`src/rtl/psr_pkg.sv`:
```
package psr_pkg;
  localparam int unsigned FLAG_W = 8;
  localparam int unsigned IDX_W  = $clog2(FLAG_W);
  localparam int unsigned CTL_W  = 2 * FLAG_W;

  localparam int unsigned FLAG_C = 0;
  localparam int unsigned FLAG_Z = 1;
  localparam int unsigned FLAG_N = 2;
  localparam int unsigned FLAG_V = 3;
  localparam int unsigned FLAG_S = 4;
  localparam int unsigned FLAG_H = 5;
  localparam int unsigned FLAG_T = 6;
  localparam int unsigned FLAG_I = 7;

  typedef enum logic [1:0] {
    FCTL_KEEP = 2'b00,
    FCTL_LOAD = 2'b01,
    FCTL_CLR  = 2'b10,
    FCTL_SET  = 2'b11
  } fctl_e;

  function automatic logic flag_next(fctl_e ctl, logic cur, logic src);
    unique case (ctl)
      FCTL_KEEP: flag_next = cur;
      FCTL_LOAD: flag_next = src;
      FCTL_CLR:  flag_next = 1'b0;
      default:   flag_next = 1'b1;
    endcase
  endfunction
endpackage

```
`src/rtl/psr_lane.sv`:
```
module psr_lane
  import psr_pkg::*;
(
  input  fctl_e ctl_i,
  input  logic  cur_i,
  input  logic  src_i,
  output logic  nxt_o
);
  always_comb nxt_o = flag_next(ctl_i, cur_i, src_i);
endmodule

```
`src/rtl/psr_bit_xfer.sv`:
```
module psr_bit_xfer #(
  parameter int unsigned DATA_W = 8,
  localparam int unsigned SEL_W = $clog2(DATA_W)
) (
  input  logic [SEL_W-1:0]  sel_i,
  input  logic [DATA_W-1:0] bst_data_i,
  input  logic [DATA_W-1:0] bld_data_i,
  input  logic              t_cur_i,
  output logic              t_store_o,
  output logic [DATA_W-1:0] bld_result_o
);
  always_comb t_store_o = bst_data_i[sel_i];

  for (genvar b = 0; b < DATA_W; b++) begin : g_ins
    assign bld_result_o[b] = (sel_i == SEL_W'(b)) ? t_cur_i : bld_data_i[b];
  end
endmodule

```
`src/rtl/psr_single_wr.sv`:
```
module psr_single_wr
  import psr_pkg::*;
(
  input  logic [FLAG_W-1:0] base_i,
  input  logic              set_en_i,
  input  logic              clr_en_i,
  input  logic [IDX_W-1:0]  idx_i,
  output logic [FLAG_W-1:0] out_o
);
  for (genvar b = 0; b < FLAG_W; b++) begin : g_bit
    logic hit;
    assign hit = (idx_i == IDX_W'(b));
    // set has priority over clear
    assign out_o[b] = (hit && set_en_i) ? 1'b1 :
                      (hit && clr_en_i) ? 1'b0 : base_i[b];
  end
endmodule

```
`src/rtl/psr_flags.sv`:
```
module psr_flags
  import psr_pkg::*;
#(
  parameter int unsigned DATA_W = 8,
  localparam int unsigned SEL_W = $clog2(DATA_W)
) (
  input  logic              clk_i,
  input  logic              rst_ni,
  input  logic [CTL_W-1:0]  flag_ctl_i,
  input  logic [FLAG_W-1:0] alu_flags_i,
  input  logic              bst_en_i,
  input  logic [DATA_W-1:0] bst_data_i,
  input  logic [DATA_W-1:0] bld_data_i,
  input  logic [SEL_W-1:0]  bit_sel_i,
  input  logic              bset_en_i,
  input  logic              bclr_en_i,
  input  logic [IDX_W-1:0]  flag_idx_i,
  output logic [FLAG_W-1:0] psr_o,
  output logic              sign_o,
  output logic [DATA_W-1:0] bld_result_o
);
  logic [FLAG_W-1:0] psr_q, lane_src, lane_nxt, xfer_nxt, psr_d;
  logic              t_store, s_src, n_nxt, v_nxt;

  // sign source uses this cycle's N and V results, not the stored ones
  always_comb begin
    n_nxt = flag_next(fctl_e'(flag_ctl_i[2*FLAG_N +: 2]), psr_q[FLAG_N], alu_flags_i[FLAG_N]);
    v_nxt = flag_next(fctl_e'(flag_ctl_i[2*FLAG_V +: 2]), psr_q[FLAG_V], alu_flags_i[FLAG_V]);
    s_src = n_nxt ^ v_nxt;
  end

  for (genvar b = 0; b < FLAG_W; b++) begin : g_lane
    if (b == FLAG_S) begin : g_sign
      assign lane_src[b] = s_src;
    end else begin : g_alu
      assign lane_src[b] = alu_flags_i[b];
    end
    psr_lane u_lane (
      .ctl_i (fctl_e'(flag_ctl_i[2*b +: 2])),
      .cur_i (psr_q[b]),
      .src_i (lane_src[b]),
      .nxt_o (lane_nxt[b])
    );
  end

  psr_bit_xfer #(.DATA_W(DATA_W)) u_xfer (
    .sel_i        (bit_sel_i),
    .bst_data_i   (bst_data_i),
    .bld_data_i   (bld_data_i),
    .t_cur_i      (psr_q[FLAG_T]),
    .t_store_o    (t_store),
    .bld_result_o (bld_result_o)
  );

  always_comb begin
    xfer_nxt = lane_nxt;
    if (bst_en_i) xfer_nxt[FLAG_T] = t_store;
  end

  psr_single_wr u_swr (
    .base_i   (xfer_nxt),
    .set_en_i (bset_en_i),
    .clr_en_i (bclr_en_i),
    .idx_i    (flag_idx_i),
    .out_o    (psr_d)
  );

  always_ff @(posedge clk_i or negedge rst_ni) begin
    if (!rst_ni) psr_q <= '0;
    else         psr_q <= psr_d;
  end

  assign psr_o  = psr_q;
  assign sign_o = psr_q[FLAG_N] ^ psr_q[FLAG_V];
endmodule

```
`config.mk`:
```
export PLATFORM = sky130hd
export DESIGN_NAME = psr_flags
export DESIGN_NICKNAME = d
export VERILOG_FILES = /design/src/rtl/psr_pkg.sv /design/src/rtl/psr_lane.sv /design/src/rtl/psr_bit_xfer.sv /design/src/rtl/psr_single_wr.sv /design/src/rtl/psr_flags.sv
export SDC_FILE = /design/constraint.sdc
export NUM_CORES = 1
export LEC_CHECK = 0
export ABC_AREA = 1
export ABC_CLOCK_PERIOD_IN_PS = 1100
export BUFFER_PORTS_ARGS = -buffer_cell sky130_fd_sc_hd__buf_4
export CORE_MARGIN = 2
export CORE_UTILIZATION = 35
export CTS_CLUSTER_DIAMETER = 100
export DETAILED_ROUTE_END_ITERATION = 8
export PLACE_DENSITY = 0.76
export SETUP_SLACK_MARGIN = 0.2
export SYNTH_ARGS = -nofsm -noshare
export SYNTH_HDL_FRONTEND = slang
export SYNTH_SLANG_ARGS = --single-unit
```
`constraint.sdc`:
```
create_clock -name clk_i -period 1.1 [get_ports clk_i]
set_clock_uncertainty 0.15 [all_clocks]
set_input_delay 0.165 -clock clk_i [delete_from_list [all_inputs] [get_ports clk_i]]
set_output_delay 0.165 -clock clk_i [all_outputs]
set_load 0.02 [all_outputs]
```
# Word-level counts from Yosys, hierarchy flattened
# Index checks and enable logic that the tools add are counted.
# W data, S select, Z words.
dict set report word_totals {
  regBits 8
  latchBits 0
  ram_bits 0
  mem_bits_ro 0
  out_inout_bits 17
  word_cells 107
  n_memories 0
}
dict set report classes {
  addsub 0
  multipliers 0
  div 0
  order_cmp 1
  n_eq_ne 36
  shifts 0
  mux 35
  bitwise_logic 2
  reduce_logical 26
}
# operator n
set op_table {}
lappend op_table {{$mux W1} 26}
lappend op_table {{$eq A3 B3 Y1 const B} 8}
lappend op_table {{$pmux W1 S3} 8}
lappend op_table {{$eq A2 B1 Y1 const B} 8}
lappend op_table {{$eq A2 B2 Y1 const B} 8}
lappend op_table {{$logic_and A1 B1 Y1} 16}
lappend op_table {{$logic_not A2 Y1} 8}
lappend op_table {{$ne A3 B1 Y1 const B} 5}
lappend op_table {{$eq A3 B2 Y1 const B} 4}
lappend op_table {{$eq A3 B1 Y1 const B} 2}
lappend op_table {{$logic_not A3 Y1} 2}
lappend op_table {{$lt A3 B4 Y1 const B} 1}
lappend op_table {{$ne A4 B2 Y1 const B} 1}
lappend op_table {{$bmux W1 S3} 1}
lappend op_table {{$xor A1 B1 Y1} 2}

# Logic depth before layout (Yosys ltp)
# Gate-level depths: netlist (run 1).
dict set report depth {
  ltp_word 6
  ltp_mapped 10
  depth_no_buf 9
}

# Cells and area by module
# From an unflattened synthesis (run 1), not the netlist that was laid out.
dict set report hier_totals {
  cells_unflattened 157
  area_unflattened_um2 909.6
}
# module instances cells_per_inst area_per_inst_um2 seq_area_each_um2
set by_module_without_submodules {}
lappend by_module_without_submodules {psr_flags 1 32 311.5 200.2}
lappend by_module_without_submodules {psr_bit_xfer 1 52 237.7 0.0}
lappend by_module_without_submodules {psr_single_wr 1 41 230.2 0.0}
lappend by_module_without_submodules {psr_lane 8 4 16.3 0.0}

# Least setup slack after synthesis (run 1)
# OpenSTA, ideal clock, no wires.
dict set report synth_timing {
  path_type {input port to output port}
  from {input port bit_sel_i[1]}
  to {output port bld_result_o[1]}
  t_arrival_ns 0.983
  t_required_ns 0.785
  slack_ns -0.198
  stages 4
  path_buffers 1
  path_cell_list {buf_2 -> inv_1 -> nand3_1 -> o21ai_0}
}
dict set report synth_between {
  elab_chain_cells 2
}
# element line
set synth_rtl {}
lappend synth_rtl {{start, declared} psr_flags.sv:14} ;# input logic [SEL_W-1:0] bit_sel_i,
lappend synth_rtl {{$eq A3 B1 Y1} psr_bit_xfer.sv:15} ;# assign bld_result_o[b] = (sel_i == SEL_W'(b)) ? t_cur_i : bld_data_i[b];
lappend synth_rtl {{$mux W1} psr_bit_xfer.sv:15}
lappend synth_rtl {{end, declared} psr_flags.sv:20} ;# output logic [DATA_W-1:0] bld_result_o
# Every way passes these cells.

# Worst setup path in the final report (run 1)
dict set report layout_timing {
  from {register psr_q[3], in the netlist psr_o[3]}
  to {output port sign_o}
}
dict set report layout_between {
  elab_chain_cells 1
}
# element line
set layout_rtl {}
lappend layout_rtl {{start, declared} psr_flags.sv:22} ;# logic [FLAG_W-1:0] psr_q, lane_src, lane_nxt, xfer_nxt, psr_d;
lappend layout_rtl {{start signal, assigned} psr_flags.sv:70} ;# else psr_q <= psr_d;
lappend layout_rtl {{$xor A1 B1 Y1} psr_flags.sv:74} ;# assign sign_o = psr_q[FLAG_N] ^ psr_q[FLAG_V];
lappend layout_rtl {{end, declared} psr_flags.sv:19} ;# output logic sign_o,
# Every way passes these cells.

==> results of run 1 <==
what timing repair did:
| action | 4_1_cts | 5_1_grt |
|---|---|---|
| hold buffers | 1 | 0 |
| pin swaps | 8 | 5 |
| setup endpoints to repair | 24 | 25 |
| gates resized for setup | 25 | 6 |
| setup buffers | 4 | 1 |
| hold endpoints to repair | 8 | 0 |
cell usage in the layout (no fill, tap or decap), drive strengths merged:
cell type,n
buf,77
nand2,53
inv,25
o21ai,17
nand3,12
nor2,11
dfrtp,8
a21oi,3
clkbuf,3
a31oi,2
o31ai,2
xor2,1
o22ai,1
nor3b,1
o21a,1
o311ai,1
a22o,1
dlygate4sd3,1
final timing paths:
check                                  endpoint  slack [ns]  cells after the start
setup / recovery                         sign_o       -0.27                      3
hold / removal             psr_o[1]$_DFFE_PN0P_        0.03                      3
setup reg to reg           psr_o[6]$_DFFE_PN0P_       -0.18                      8
hold reg to reg            psr_o[7]$_DFFE_PN0P_        0.51                      2
max in group asynchronous  psr_o[7]$_DFFE_PN0P_        0.56                      2
min in group asynchronous  psr_o[0]$_DFFE_PN0P_        0.11                      2
per-layer routing:
layer  part of all wire [%]  global-route usage, %
met3                    4.0                   2.54
met4                    1.3                   7.69
met1                     43                   23.1
met2                     52                   38.1
met5                      0                      0
critical path, cell delays in order, from the launching register on:
cell and delay (ns):
dfrtp_1 0.38, buf_6 0.12, xor2_1 0.13, buf_4 0.16
report_power, final:
group          switching (mW)  internal, mW
combinational           0.330         0.362
clock                   0.104         0.125
sequential             0.0264         0.327
cell families after synthesis:
group,after synthesis,synth area share [%]
buf+inv,35,20.3
flops,8,23.5
xor+xnor,1,1.03
simple gates,77,36.5
compound gates,28,18.7
through the flow:
stage	TNS (ns)	instances	utilization, %	cell area (µm²)	setup WS [ns]
floorplan	-0.0469	149	-	905	-0.00957
global placement	-0.366	239	62.0	1400	-0.0647
detailed placement	-0.556	239	62.0	1400	-0.0980
CTS	-3.01	247	68.8	1550	-0.271
global route	-3.81	248	69.8	1570	-0.317
finish	-2.93	248	69.8	1570	-0.273
final cells by class:
type | count | area, µm² | share of cell area, %
Timing Repair Buffer | 78 | 648 | 41.2
Multi-Input combinational cell | 106 | 566 | 36.0
Sequential cell | 8 | 200 | 12.7
Inverter | 25 | 101 | 6.44
Tap cell | 28 | 35.0 | 2.23
Clock buffer | 3 | 22.5 | 1.43
==> impl_metrics.csv, run 1 <==
group,metric,value,unit
power_and_ir_drop,power_leakage,0.873,nW
setup_path,arrival,1.06,ns
cts,cts_root_buf,"clkbuf_4",
setup_path,r2r-start,"psr_o[6]$_DFFE_PN0P_",
setup_path,crit_path_start_kind,"flop",
floorplan,fp-row-count,17,
placement,io_buffers,66,
outcome,status,"finished, violations left",
placement,dp_hpwl,2.14,mm
synth,avgSynthCellArea,5.71,µm²
cts,clockBufferDepth,2,
synth,async_flop_share,100,%
cells_and_area,largest_reg_flops,8,
setup_path,crit_path_end_kind,"output port",
setup_path,critPathRequiredTime,0.78,ns
synth,synth_edf_count,0,
cts,clk_pin_slew_worst_paths,0.05,ns
timing,period_needed,1.37,ns
cells_and_area,nNetsFinal,273,
cells_and_area,fillCellCount,194,
synth,synth_ff_type,"dfrtp_1",
synth,synth.area.top_cells,"dfrtp_1 (24%), nand2_1 (23%), inv_1 (11%), o21ai_0 (10%), nand3_1 (7.1%)",
synth,synthTopCellsByCount,"nand2_1 (53), inv_1 (24), o21ai_0 (17), nand3_1 (12), nor2_1 (10)",
cells_and_area,antenna_cells,0,
cells_and_area,post_route_cells_drive_above_1_share,44.5,%
setup_path,critPathKind,"reg -> out",
drt,vias,1160,
floorplan,die_h,53.3,µm
synth,syn_inst,149,
drt,drtIter0Drc,13,
cts,clock_latency,0.25,ns
cts,cts_made_buffers,3,
outcome,violations,"setup timing",
grt,grt_usage,20.4,%
floorplan,initial_core_util,37.7,%
timing,worst_pin_slew,0.258,ns
cts,cts_tree,"done",
floorplan,core,0.00225,mm²
synth,yosysMostFrequentCell,"nand2_1",
synth,seq_area_frac_synth,23.5,%
power_and_ir_drop,p_total,1.27,mW
grt,antenna_found_initial,0,
timing,worst_slack,-0.273,ns
floorplan,die_area,0.00284,mm²
timing,fin_hold_ws,0.0312,ns
placement,gp_congestion,0.809,
synth,syn-num-nets,200,
synth,yosys.area.top_type,"dfrtp_1",
job,drv_cap,0,
power_and_ir_drop,ir_drop,0.638,mV
drt,drc,0,
floorplan,dieWidth,53.3,µm
timing,fmax,728,MHz
timing,slew_headroom,82.8,%
drt,ant_nets,0,
synth,synth_area,851,µm²
drt,viasPerCell,4.68,
setup_path,crit_fanout,2,
synth,yosysWarnings,0,
timing,setup_viol,15,
power_and_ir_drop,power.density,810,mW/mm²
grt,overflow,0,
grt,grt_pass1_wl,4.22,mm
timing,slew_violations,0,
timing,rsz0062_at_grt,"true",
drt,firstDrtPassIters,4,
grt,grt_pass1_vias,1110,
synth,synth_top_area_share,23.5,%
drt,wirelength,2.65,mm
cells_and_area,syn_to_final_growth,84.9,%
floorplan,io_pins,68,
cts,cts_sinks,8,
setup_path,crit_start,"psr_o[3]$_DFF_PN0_",
synth,synth.distinct_cells,20,
timing,finalHoldViolations,0,
grt,grt_max_degree,11,
min_path,hp-start,"alu_flags_i[1]",
cts,htreeDepth,1,
synth,synth_seq_cells,8,
drt,wl_per_cell,10.7,µm
min_path,hold_class,"in -> reg",
timing,period_share,125,%
No activity file was read; power rests on OpenSTA's default activity.
==> run 2: changes to the inputs <==
- MAX_ROUTING_LAYER: not set -> met4
- REMOVE_ABC_BUFFERS: not set -> 1
==> run 2 against run 1 <==
  * The run ends with hold timing, setup timing left
  * Fmax fell by 0.12%
  * Clock power rose by 3%
  * Power fell by 3.9%
  * Global-route usage fell by 0.47 points
  * Sequential share of layout area rose by 0.82 points
  * Combinational power fell by 8.2%
  * Die area did not move
  * Final cell count fell by 1.2%
  * Worst hold slack got worse by 0.033 ns
  * Sequential cell count did not move
  * Utilization fell by 4.2 points
  * Sequential power barely moved
  * Largest power group unchanged
  * Highest routed layer unchanged
==> impl_metrics.csv, run 2 (synthesized netlist as in run 1, its figures left out) <==
group,metric,value,unit
outcome,status,"finished, violations left",
outcome,violations,"hold timing, setup timing",
grt,top_usage_layer,"met2",
setup_path,critPathBufInv,2,
grt,met2_usage,34.4,%
drt,wl_per_cell,11.3,µm
power_and_ir_drop,swShare,36.2,%
floorplan,dieWidth,53.3,µm
power_and_ir_drop,power.density,829,mW/mm²
cells_and_area,antenna_cells,0,
timing,period_needed,1.37,ns
power_and_ir_drop,p_total,1.22,mW
cells_and_area,final_cell_mix,"buf_4 (63), nand2_1 (51), inv_1 (21)",
cts,cts_root_buf,"clkbuf_4",
job,drv_cap,0,
power_and_ir_drop,p_clk_share,19.4,%
setup_path,cpPeakStageDelay,0.39,ns
timing,final.setup.tns,-2.75,ns
setup_path,reg2reg_depth,9,
min_path,holdPathStages,3,
timing,worst_slack,-0.275,ns
power_and_ir_drop,power_leakage,0.850,nW
grt,grt_usage,19.9,%
setup_path,crit_path_end_kind,"output port",
grt,antenna_found_initial,0,
placement,gp_congestion,0.871,
drt,wirelength,2.76,mm
cts,clockBufferDepth,2,
min_path,hold_class,"in -> reg",
setup_path,critPathRequiredTime,0.78,ns
timing,period_share,125,%
cts,cts_tree,"done",
cts,cts_sinks,8,
cells_and_area,fillCellCount,208,
setup_path,arrival,1.06,ns
setup_path,critPathKind,"reg -> out",
cts,htreeDepth,1,
drt,firstDrtPassIters,5,
cells_and_area,post_route_cells_drive_above_1_share,41.0,%
grt,gr-usage-met1,21.6,%
floorplan,die_area,0.00284,mm²
placement,io_buffers,66,
timing,finalHoldViolations,1,
timing,slew_violations,0,
power_and_ir_drop,internal_power,0.781,mW
timing,fin_hold_ws,-0.00193,ns
cts,cts_made_buffers,3,
grt,overflow,0,
timing,slew_headroom,76.0,%
floorplan,fp-row-count,17,
setup_path,crit_fanout,8,
power_and_ir_drop,seqPwrFrac,28.8,%
cells_and_area,largest_reg_flops,8,
grt,grt_max_degree,10,
cells_and_area,syn_to_final_growth,73.7,%
floorplan,io_pins,68,
timing,rsz0062_at_grt,"true",
setup_path,cp_slowest_cell,"dfrtp_1",
setup_path,cp.depth,3,
floorplan,initial_core_util,37.7,%
drt,ant_nets,0,
timing,setup_viol,18,
drt,viasPerCell,4.82,
cts,clk_pin_slew_worst_paths,0.06,ns
drt,drc,0,
timing,fmax,727,MHz
drt,vias,1180,
setup_path,crit_path_start_kind,"flop",
cells_and_area,nNetsFinal,270,
placement,dp_hpwl,2.19,mm
drt,drtIter0Drc,15,
power_and_ir_drop,p_comb_share,51.8,%
cells_and_area,mostFrequentLayoutCell,"buf_4",
power_and_ir_drop,p_switching,0.444,mW
setup_path,path_cells,"inv_2 > a31oi_1 > buf_4",
cts,clock_latency,0.26,ns
grt,grt_pass1_wl,4.11,mm
grt,grt_pass1_vias,1039,
floorplan,die_h,53.3,µm
setup_path,path_delay_family,"flip-flops",
timing,worst_pin_slew,0.356,ns
grt,grt_use_met3,6.21,%
floorplan,core,0.00225,mm²
power_and_ir_drop,ir_drop,0.478,mV
## run 2: routing by layer
metal | vias up | share of wire, %
li1 | 599 | -
met1 | 527 | 38
met2 | 46 | 53
met3 | 8 | 6.9
met4 | 0 | 1.8
met5 | - | 0
## run 2: power by group through the flow
stage                     combinational (mW)  clock, mW  sequential (mW)
after global placement                 0.547          0            0.350
after global routing                   0.691      0.259            0.357
after floorplan                        0.200          0            0.392
final                                  0.635      0.237            0.353
after detailed placement               0.560          0            0.351
after CTS                              0.609      0.239            0.350
## run 2: through the flow
step,worst slack [ns],area (µm²),utilization (%),instances
after CTS,-0.270,1440,63.9,245
after global routing,-0.338,1480,65.5,245
after floorplan,-0.312,774,-,139
after global placement,-0.105,1360,60.2,240
final,-0.275,1480,65.5,245
after detailed placement,-0.133,1360,60.2,240
## run 2: worst min-delay path, cell delays in order
cell	delay, ns
buf_4	0.08
o311ai_1	0.09
nand2_1	0.05
## run 2: layout make-up
cell class,instances,area (µm²),area share [%]
well taps,28,35.0,2.37
clock buffers,3,22.5,1.52
repair buffers,75,607,41.1
flip-flops and latches,8,200,13.5
multi-input cells,106,517,35.0
inverters,25,96.3,6.52
## run 2: worst paths after layout
check / startpoint / endpoint / slack [ns]
worst max-delay path: psr_o[6]$_DFFE_PN0P_ / bld_result_o[0] / -0.27
worst min-delay path: alu_flags_i[1] / psr_o[1]$_DFFE_PN0P_ / -0.002
worst max register to register: psr_o[2]$_DFF_PN0_ / psr_o[4]$_DFFE_PN0P_ / -0.09
worst min register to register: psr_o[1]$_DFFE_PN0P_ / psr_o[1]$_DFFE_PN0P_ / 0.50
max in group asynchronous: rst_ni / psr_o[7]$_DFFE_PN0P_ / 0.55
min in group asynchronous: rst_ni / psr_o[3]$_DFF_PN0_ / 0.12
## run 2: what timing repair did
item                                    4_1_cts  5_1_grt
hold endpoints to repair                      8        0
resized for setup                            25       12
setup buffers                                 1        0
endpoints found under the setup margin       24       25
pin swaps                                    10        8
hold buffers                                  1        0
